===== config.mk =====
export PLATFORM = sky130hd
export DESIGN_NAME = ctr_pad_spec
export DESIGN_NICKNAME = d
export VERILOG_FILES = /design/src/rtl/ctr_pad_pkg.sv /design/src/rtl/pad_cipher_stub.sv /design/src/rtl/guess_match.sv /design/src/rtl/pad_table.sv /design/src/rtl/ctr_pad_spec.sv
export SDC_FILE = /design/constraint.sdc
export NUM_CORES = 2
export LEC_CHECK = 0
export CAP_MARGIN = 20
export CORE_ASPECT_RATIO = 0.7
export CORE_MARGIN = 2
export CORE_UTILIZATION = 35
export DETAILED_ROUTE_END_ITERATION = 12
export PLACE_DENSITY = 0.5
export SLEW_MARGIN = 20
export SYNTH_ARGS = -nofsm -noshare
export SYNTH_HDL_FRONTEND = slang
export SYNTH_SLANG_ARGS = --single-unit

===== constraint.sdc =====
create_clock -name clk_i -period 28.2 [get_ports clk_i]
set_input_delay 8.46 -clock clk_i [delete_from_list [all_inputs] [get_ports clk_i]]
set_output_delay 8.46 -clock clk_i [all_outputs]
set_load 0.03 [all_outputs]

===== src/rtl/ctr_pad_pkg.sv =====
package ctr_pad_pkg;
  localparam int unsigned BLK_W = 128;
  localparam int unsigned SEQ_W = 64;
  localparam int unsigned VA_W  = 64;

  function automatic logic [BLK_W-1:0] pad_round(input logic [BLK_W-1:0] x,
                                                 input logic [BLK_W-1:0] key,
                                                 input int unsigned      s);
    logic [BLK_W-1:0] rk;
    rk = key + BLK_W'(s + 1);
    return {x[BLK_W-8:0], x[BLK_W-1 -: 7]} ^ rk;
  endfunction
endpackage


===== src/rtl/pad_cipher_stub.sv =====
module pad_cipher_stub
  import ctr_pad_pkg::*;
#(
  parameter int unsigned STAGES = 6,
  parameter int unsigned TAG_W  = 4
) (
  input  logic             clk_i,
  input  logic             rst_ni,
  input  logic [BLK_W-1:0] key_i,
  input  logic             in_valid_i,
  input  logic [BLK_W-1:0] in_blk_i,
  input  logic [TAG_W-1:0] in_tag_i,
  output logic             out_valid_o,
  output logic [BLK_W-1:0] out_blk_o,
  output logic [TAG_W-1:0] out_tag_o
);
  logic [STAGES-1:0] vld_q;
  logic [BLK_W-1:0]  dat_q [STAGES];
  logic [TAG_W-1:0]  tag_q [STAGES];

  always_ff @(posedge clk_i or negedge rst_ni) begin
    if (!rst_ni) vld_q <= '0;
    else begin
      vld_q[0] <= in_valid_i;
      for (int s = 1; s < STAGES; s++) vld_q[s] <= vld_q[s-1];
    end
  end

  always_ff @(posedge clk_i) begin
    dat_q[0] <= pad_round(in_blk_i, key_i, 0);
    tag_q[0] <= in_tag_i;
    for (int s = 1; s < STAGES; s++) begin
      dat_q[s] <= pad_round(dat_q[s-1], key_i, s);
      tag_q[s] <= tag_q[s-1];
    end
  end

  assign out_valid_o = vld_q[STAGES-1];
  assign out_blk_o   = dat_q[STAGES-1];
  assign out_tag_o   = tag_q[STAGES-1];
endmodule


===== src/rtl/guess_match.sv =====
module guess_match
  import ctr_pad_pkg::*;
#(
  parameter int unsigned DEPTH = 5
) (
  input  logic [SEQ_W-1:0] root_i,
  input  logic [SEQ_W-1:0] seq_i,
  output logic [DEPTH-1:0] match_o
);
  for (genvar k = 0; k < DEPTH; k++) begin : g_cmp
    logic [SEQ_W-1:0] guess;
    assign guess      = root_i + SEQ_W'(k);
    assign match_o[k] = (guess == seq_i);
  end
endmodule


===== src/rtl/pad_table.sv =====
module pad_table
  import ctr_pad_pkg::*;
#(
  parameter int unsigned NENT   = 6,
  parameter int unsigned HALVES = 2,
  localparam int unsigned ENT_W  = $clog2(NENT),
  localparam int unsigned HALF_W = (HALVES > 1) ? $clog2(HALVES) : 1
) (
  input  logic                    clk_i,
  input  logic                    rst_ni,
  input  logic                    clear_i,
  input  logic                    wr_en_i,
  input  logic [ENT_W-1:0]        wr_entry_i,
  input  logic [HALF_W-1:0]       wr_half_i,
  input  logic [BLK_W-1:0]        wr_pad_i,
  input  logic [ENT_W-1:0]        rd_entry_i,
  output logic [HALVES*BLK_W-1:0] rd_pads_o,
  output logic                    rd_full_o
);
  logic [HALVES*BLK_W-1:0] pad_arr [NENT];
  logic [HALVES-1:0]       vld_arr [NENT];

  for (genvar e = 0; e < NENT; e++) begin : g_ent
    logic [HALVES-1:0][BLK_W-1:0] pad_q;
    logic [HALVES-1:0]            vld_q;
    logic                         hit_w;
    assign hit_w = wr_en_i && (wr_entry_i == ENT_W'(e));

    always_ff @(posedge clk_i or negedge rst_ni) begin
      if (!rst_ni)      vld_q <= '0;
      else if (clear_i) vld_q <= '0;
      else if (hit_w)   vld_q[wr_half_i] <= 1'b1;
    end

    always_ff @(posedge clk_i) begin
      if (hit_w) pad_q[wr_half_i] <= wr_pad_i;
    end

    assign pad_arr[e] = pad_q;
    assign vld_arr[e] = vld_q;
  end

  assign rd_pads_o = pad_arr[rd_entry_i];
  assign rd_full_o = &vld_arr[rd_entry_i];
endmodule


===== src/rtl/ctr_pad_spec.sv =====
module ctr_pad_spec
  import ctr_pad_pkg::*;
#(
  parameter int unsigned ADDR_W = 48,
  parameter int unsigned DEPTH  = 5,
  parameter int unsigned HALVES = 2,
  parameter int unsigned STAGES = 6,
  localparam int unsigned LINE_W = HALVES * BLK_W
) (
  input  logic              clk_i,
  input  logic              rst_ni,
  input  logic [BLK_W-1:0]  key_i,
  input  logic              miss_valid_i,
  output logic              miss_ready_o,
  input  logic [ADDR_W-1:0] miss_vaddr_i,
  input  logic [SEQ_W-1:0]  miss_root_i,
  input  logic              fill_valid_i,
  input  logic [SEQ_W-1:0]  fill_seq_i,
  input  logic [LINE_W-1:0] fill_data_i,
  output logic              out_valid_o,
  output logic              out_hit_o,
  output logic [LINE_W-1:0] out_data_o
);
  localparam int unsigned NENT   = DEPTH + 1;
  localparam int unsigned ENT_W  = $clog2(NENT);
  localparam int unsigned HALF_W = (HALVES > 1) ? $clog2(HALVES) : 1;
  localparam int unsigned HCNT_W = $clog2(HALVES + 1);
  localparam int unsigned TAG_W  = 1 + ENT_W + HALF_W;

  logic              busy_q, have_fill_q, epoch_q;
  logic [ADDR_W-1:0] vaddr_q;
  logic [SEQ_W-1:0]  root_q, fseq_q;
  logic [LINE_W-1:0] ct_q;
  logic [ENT_W-1:0]  g_cnt_q;
  logic [HALF_W-1:0] g_half_q;
  logic [HCNT_W-1:0] r_cnt_q;

  logic [DEPTH-1:0]  match_vec;
  logic              hit;
  logic [ENT_W-1:0]  hit_idx, sel_entry;
  logic              accept, fill_take, real_mode, spec_go, real_go, done;
  logic [HALF_W-1:0] iss_half;
  logic [SEQ_W-1:0]  iss_seq;
  logic [ENT_W-1:0]  iss_entry;
  logic [ADDR_W-1:0] iss_addr;
  logic [BLK_W-1:0]  iss_blk;
  logic              pipe_vld;
  logic [BLK_W-1:0]  pipe_blk;
  logic [TAG_W-1:0]  pipe_tag;
  logic              tbl_wr;
  logic [LINE_W-1:0] rd_pads;
  logic              rd_full;

  guess_match #(.DEPTH(DEPTH)) u_match (
    .root_i (root_q),
    .seq_i  (fseq_q),
    .match_o(match_vec)
  );

  always_comb begin
    hit_idx = '0;
    for (int k = 0; k < DEPTH; k++) if (match_vec[k]) hit_idx = ENT_W'(k);
  end
  assign hit = |match_vec;

  assign accept    = miss_valid_i && !busy_q;
  assign fill_take = fill_valid_i && busy_q && !have_fill_q;
  assign real_mode = have_fill_q && !hit;
  assign spec_go   = busy_q && !real_mode && (g_cnt_q < ENT_W'(DEPTH));
  assign real_go   = busy_q && real_mode && (r_cnt_q < HCNT_W'(HALVES));
  assign sel_entry = real_mode ? ENT_W'(DEPTH) : hit_idx;
  assign done      = busy_q && have_fill_q && rd_full;

  // issue mux: guesses first, real number only after a mismatch
  always_comb begin
    if (real_mode) begin
      iss_half  = HALF_W'(r_cnt_q);
      iss_seq   = fseq_q;
      iss_entry = ENT_W'(DEPTH);
    end else begin
      iss_half  = g_half_q;
      iss_seq   = root_q + SEQ_W'(g_cnt_q);
      iss_entry = g_cnt_q;
    end
    iss_addr = vaddr_q + (ADDR_W'(iss_half) << 4);
    iss_blk  = {VA_W'(iss_addr), iss_seq};
  end

  pad_cipher_stub #(.STAGES(STAGES), .TAG_W(TAG_W)) u_cipher (
    .clk_i      (clk_i),
    .rst_ni     (rst_ni),
    .key_i      (key_i),
    .in_valid_i (spec_go || real_go),
    .in_blk_i   (iss_blk),
    .in_tag_i   ({epoch_q, iss_entry, iss_half}),
    .out_valid_o(pipe_vld),
    .out_blk_o  (pipe_blk),
    .out_tag_o  (pipe_tag)
  );

  // drop pads tagged with a finished request
  assign tbl_wr = pipe_vld && busy_q && (pipe_tag[TAG_W-1] == epoch_q);

  pad_table #(.NENT(NENT), .HALVES(HALVES)) u_table (
    .clk_i     (clk_i),
    .rst_ni    (rst_ni),
    .clear_i   (accept),
    .wr_en_i   (tbl_wr),
    .wr_entry_i(pipe_tag[TAG_W-2 -: ENT_W]),
    .wr_half_i (pipe_tag[HALF_W-1:0]),
    .wr_pad_i  (pipe_blk),
    .rd_entry_i(sel_entry),
    .rd_pads_o (rd_pads),
    .rd_full_o (rd_full)
  );

  always_ff @(posedge clk_i or negedge rst_ni) begin
    if (!rst_ni) begin
      busy_q      <= 1'b0;
      have_fill_q <= 1'b0;
      epoch_q     <= 1'b0;
      g_cnt_q     <= '0;
      g_half_q    <= '0;
      r_cnt_q     <= '0;
      out_valid_o <= 1'b0;
      out_hit_o   <= 1'b0;
    end else begin
      out_valid_o <= done;
      if (accept) begin
        busy_q      <= 1'b1;
        have_fill_q <= 1'b0;
        g_cnt_q     <= '0;
        g_half_q    <= '0;
        r_cnt_q     <= '0;
      end else if (done) begin
        busy_q    <= 1'b0;
        epoch_q   <= ~epoch_q;
        out_hit_o <= !real_mode;
      end else begin
        if (fill_take) have_fill_q <= 1'b1;
        if (spec_go) begin
          if (g_half_q == HALF_W'(HALVES - 1)) begin
            g_half_q <= '0;
            g_cnt_q  <= g_cnt_q + 1'b1;
          end else begin
            g_half_q <= g_half_q + 1'b1;
          end
        end
        if (real_go) r_cnt_q <= r_cnt_q + 1'b1;
      end
    end
  end

  always_ff @(posedge clk_i) begin
    if (accept) begin
      vaddr_q <= miss_vaddr_i;
      root_q  <= miss_root_i;
    end
    if (fill_take) begin
      fseq_q <= fill_seq_i;
      ct_q   <= fill_data_i;
    end
    if (done) out_data_o <= ct_q ^ rd_pads;
  end

  assign miss_ready_o = !busy_q;
endmodule


## After elaboration in Yosys (flattened, before gate mapping)

Memory sizes are Yosys's and may differ from the RTL's.
Index checks and enable logic that the tools add are counted.

- Bits in writable memories: 798
- Word-level logic and storage cells: 177
- Register bits: 2,253
- Input port bits: 564
- Memories kept: 2

Memories:

| name | depth | width | read ports | clocked after Yosys merged registers in | wr ports | line | source |
|---|---|---|---|---|---|---|---|
| u_cipher.dat_q | 6 | 128 | 6 | 0 | 6 | pad_cipher_stub.sv:18 | `logic [BLK_W-1:0] dat_q [STAGES];` |
| u_cipher.tag_q | 6 | 5 | 6 | 0 | 6 | pad_cipher_stub.sv:19 | `logic [TAG_W-1:0] tag_q [STAGES];` |

- Reduce and logical (&&, ||, !) cells: 43
- Add/subtract/negate cells: 15
- Eq/ne operators: 12
- Mux-type cells: 52
- $lt $le $gt $ge: 5
- Bitwise gates (word level): 16

Operators with widths:

| operator | number |
|---|---|
| $bwmux 256 | 6 |
| $bmux 256 s3 | 1 |
| $xor 128x128->128 | 5 |
| $mux 256 | 2 |
| $add 128x3->128 const B | 3 |
| $eq 64x64->1 | 5 |
| $add 128x2->128 const B | 2 |
| $xor 256x256->256 | 1 |
| $add 128x1->128 const B | 1 |
| $add 64x2->64 const B | 2 |
| $demux 128 s1 | 1 |
| $mux 128 | 1 |
| $xor 119x128->128 | 1 |
| $add 64x1->64 const B | 1 |
| $add 64x3->64 | 1 |
| $add 64x3->64 const B | 1 |
| $mux 64 | 1 |
| $add 48x5->48 | 1 |
| $mux 2 | 19 |
| $reduce_bool 2->1 | 11 |
| $mux 3 | 7 |
| $logic_and 1x1->1 | 19 |
| $mux 1 | 12 |
| $or 2x2->2 | 6 |
| 23 further kinds | 33 |

## Longest topological paths before layout

- Depth in word-level cells: 15
- Gate-level depth with buffers: 31

## Cells and area by module

A second synthesis with hierarchy kept.

- Cell total of the unflattened synthesis: 9,152
- Area, all modules: 128,939.9 µm²

By module, submodules not included:

| module | cells each | seq. area each (µm²) | times used | area each (µm²) |
|---|---|---|---|---|
| pad_table | 2,778 | 46,424.5 | 1 | 58,841.4 |
| pad_cipher_stub | 3,810 | 16,125.5 | 1 | 37,036.8 |
| ctr_pad_spec | 1,529 | 20,935.1 | 1 | 26,519.2 |
| guess_match | 1,035 | 0.0 | 1 | 6,542.5 |

## Least setup slack after synthesis

No wires, ideal clock.

- Path type: input -> register
- Start point: input port fill_valid_i
- End point: register ct_q[0] (enable)
- Stages on the path: 2
- Slack: 5.419 ns
- Library setup time: 1.007 ns
- Buffers on the path: 0
- Data arrival time: 21.774 ns
- Cells stage by stage: nand2_1 nor2_1

- Cells in the longest elaborated chain, start to end: 2

RTL lines:

| what | line | source |
|---|---|---|
| start: declaration | ctr_pad_spec.sv:17 | `input logic fill_valid_i,` |
| $logic_and 1x1->1 (2 in series) | ctr_pad_spec.sv:67 | `assign fill_take = fill_valid_i && busy_q && !have_fill_q;` |
| named net fill_take | ctr_pad_spec.sv:41 | `logic accept, fill_take, real_mode, spec_go, real_go, done;` |
| end signal: assignment | ctr_pad_spec.sv:161 | `ct_q <= fill_data_i;` |
| end: declaration | ctr_pad_spec.sv:33 | `logic [LINE_W-1:0] ct_q;` |

The timed path passes the listed nets, and every way through them passes these cells.
A chain may end at the register's enable or synchronous reset.

==> metrics.cfg <==
[clock_network]
cts-root-buf = clkbuf_16
h-tree-depth = 5
cts_tree = yes
cts_inserted_buffers = 319
clkSinkCount = 3051
clkTransAtPathRegs_ns = 0.06
postCtsSetupBuffers = 0
worstSkewPairLatency_ns = 0.93
ctsHoldBuffers = 0
cts-resized-gates = 0
clk_path_buf_depth = 4

[yosys]
synthesis.nets = 9746
synth_top_area_share_pct = 53.0
synth-simple-area-share_pct = 8.50
ys_async_sr_fraction_pct = 0.951
synth_top_area_cell = edfxtp_1
yosysSeqAreaShare_pct = 66.3
synth_ff_type = edfxtp_1
synth_edf_count = 2224
synth_compound_area_share_pct = 4.84
synthDistinctLibCells = 83
syn_avg_cell_area_um2 = 13.7
synth-seq-cells = 3051
synth.area.mux_share_pct = 4.29
synth_fa_ha_area_share_pct = 0.205
synth_area_um2 = 126000
syn-instance-count = 9162
synth_top_family_by_area = XOR/XNOR gates
synthXorXnorAreaFrac_pct = 14.3
yosysWarnings = 0
synthTopCellsByArea = edfxtp_1 53%, dfxtp_1 13%, xnor2_1 9.6%

[setup_path]
cpPeakStageDelay_ns = 1.25
critPathMaxFanout = 14
cp-start-kind = input pin
crit_start = key_i[6]
r2r-start = root_q[29]
cp.arrival_ns = 14.86
crit_slowest_cell = clkdlybuf4s50_1
end_kind = register
critPathKind = input pin to register
path_common_cell = nand2_1
worstPathRequired_ns = 28.96
crit_path_cell_trace = clkdlybuf4s50_1 > nand2_1 > nor3_2 > nand2_1 > nor2_2 > nand4_1 > nor2_1 > nand2_1 > xnor2_1
r2r_cells = 24

[layout]
postLayoutCoreUtil_pct = 42.4
fillers = 33000
fin_nets = 10800
stdcell_count = 15200
area_growth_pct = 20.6
drive_above_1_share_pct = 9.08

[floorplanning]
rows = 184
ios = 823
die_y_um = 506
die-area_um2 = 365000
core_um2 = 359000
die_w_um = 721
start_util_pct = 35.1

[drt]
finalWirelength_um = 570000
first_pass_iters = 6
num_vias = 84600
drt-initial-drc-count = 11700
drtAntennaViolNets = 0
drc = 0
vias_per_cell = 5.55
wl_per_cell_um = 37.4

[timing]
finalCritPeriodShare_pct = 50.0
maxSlewHeadroom_pct = 4.41
whs_ns = 0.311
clock_skew_ns = 0.0962
layout_min_cycle_time_ns = 14.10
worst_pin_slew_ns = 1.42
rsz0062_at_grt = false
setup_viol = 0
max_freq_mhz = 70.9
finalMaxSlewViolations = 0
final-hold-violation-count = 0
tns_ns = 0

[power_and_ir_drop]
p_leak_nw = 51.7
p_per_area_nw_per_um2 = 97.2
ir_drop_mv = 0.0712

[min_path]
min_path_type = register to register
min-delay-start = u_cipher.tag_q[0][3]
hold_depth = 0

[global_route]
grt_pass1_vias = 79900
grt_usage_pct = 30.3
grt_max_degree = 140
antenna_found_initial = 97
gr-total-overflow = 0
grt_pass1_wl_um = 748000

[placed_design]
place_hpwl_um = 430000
dpl.cell_count = 14600
routabilityCongestion = 1.05
io_buffers = 822

[job]
drv_cap = 0

[status]
outcome = finished, final reports clean

## area by class of cell
| type | count | area (um2) | area share [%] |
|---|---|---|---|
| sequential | 3051 | 83500 | 55.0 |
| multi-input combinational | 5622 | 41100 | 27.0 |
| timing repair buffer | 1158 | 10900 | 7.17 |
| clock buffer | 427 | 8760 | 5.77 |
| tap | 4743 | 5930 | 3.91 |
| clock inverter | 148 | 1510 | 0.995 |
| antenna | 52 | 130 | 0.0857 |
| inverter | 30 | 118 | 0.0774 |
## layer usage
metal	GRT usage (%)	up-vias	part of all wire [%]
met5	0.311	-	0.042
met4	7.32	16	2.5
met3	8.71	689	11
met2	39.6	4535	38
met1	48.0	43800	48
li1	-	35600	-
## worst max-delay path, delay by kind of cell
family                 cells  cell delay (ns)
XOR/XNOR                   1             0.41
buffers and inverters      1             1.25
AND/OR/NAND/NOR            7             4.70
## placed cells by master, fill, tap and decap left out, drive strengths merged, types with 27 or more instances in the layout
| master | count |
|---|---|
| edfxtp | 2224 |
| xnor2 | 1375 |
| clkdlybuf4s50 | 821 |
| dfxtp | 798 |
| xor2 | 677 |
| nor2 | 570 |
| nand2 | 554 |
| mux2i | 535 |
| clkbuf | 428 |
| buf | 336 |
| nand3 | 259 |
| a22oi | 254 |
| o221ai | 253 |
| nand4 | 202 |
| nor3 | 189 |
| nor4 | 107 |
| clkinv | 102 |
| o21ai | 97 |
| and3 | 66 |
| a21oi | 57 |
| diode | 52 |
| inv | 43 |
| and4 | 41 |
| or3 | 36 |
| and2 | 32 |
| dfrtp | 29 |
| or4 | 28 |
| or2 | 28 |
| nor2b | 27 |
## cells by family after synthesis
logic type,Yosys count
DFF,3051
and+or+nand+nor,2198
xor gates and xnor gates,2053
AOI/OAI and AO/OA,812
muxes,539
buffers and inverters,489
adders and majority gates,20
## power by group
group	switching (mW)	internal (mW)
registers	0.848	6.06
clock network	1.84	2.41
logic	2.36	1.26
total	5.04	9.73
## worst paths after layout
check,endpoint,slack [ns]
worst max-delay path,u_cipher.dat_q[5][121],14.10
worst min register to register,u_cipher.tag_q[1][3],0.31
worst max register to register,u_cipher.dat_q[0][115],16.55
min in group asynchronous,out_hit_o,7.96
max in group asynchronous,epoch_q,19.88
worst min-delay path,u_cipher.tag_q[1][3],0.31
## sequential cells by signal (all words and copies together) (netlist names), 2 cells and up
name                 cells
u_table.g_ent.pad_q   1536
root_q                  64
u_cipher.vld_q           6
vaddr_q                 48
u_cipher.dat_q         768
fseq_q                  64
out_data_o             256
u_cipher.tag_q          30
u_table.g_ent.vld_q     12
g_cnt_q                  3
r_cnt_q                  2
ct_q                   256
## through the flow
step           cell area (um2)  setup slack (ns)  power (mW)
2_1_floorplan           126000              5.42        8.57
3_3_place_gp            141000             12.36        10.5
3_5_place_dp            141000             13.64        10.5
4_1_cts                 152000             14.60        14.8
5_1_grt                 152000             14.40        15.2
6_report                152000             14.10        14.8
## Yosys cell counts, types with 8 or more instances
cell and instances:
nand4_1 199, o22ai_1 12, nor3_1 189, nand2_1 554, o2111ai_1 8, o31ai_1 8, mux2i_1 535, and2_1 29
nor2b_1 27, a22oi_1 254, and3_1 66, clkbuf_1 273, buf_4 11, nand3_1 259, nand2b_1 13, xnor2_1 1375
or4_1 28, buf_2 108, a31oi_1 18, dfxtp_1 798, dfrtp_1 29, ha_1 19, o21ai_0 97, or3_1 35
or2_2 25, a2111oi_0 8, a21o_1 11, nor2_1 570, nor4_1 104, inv_1 30, xor2_1 677, a211oi_1 12
buf_1 66, nor4b_1 11, o211ai_1 13, and4_1 41, o221ai_1 253, edfxtp_1 2224, a21oi_1 57
No activity file was read; power rests on OpenSTA's default activity.
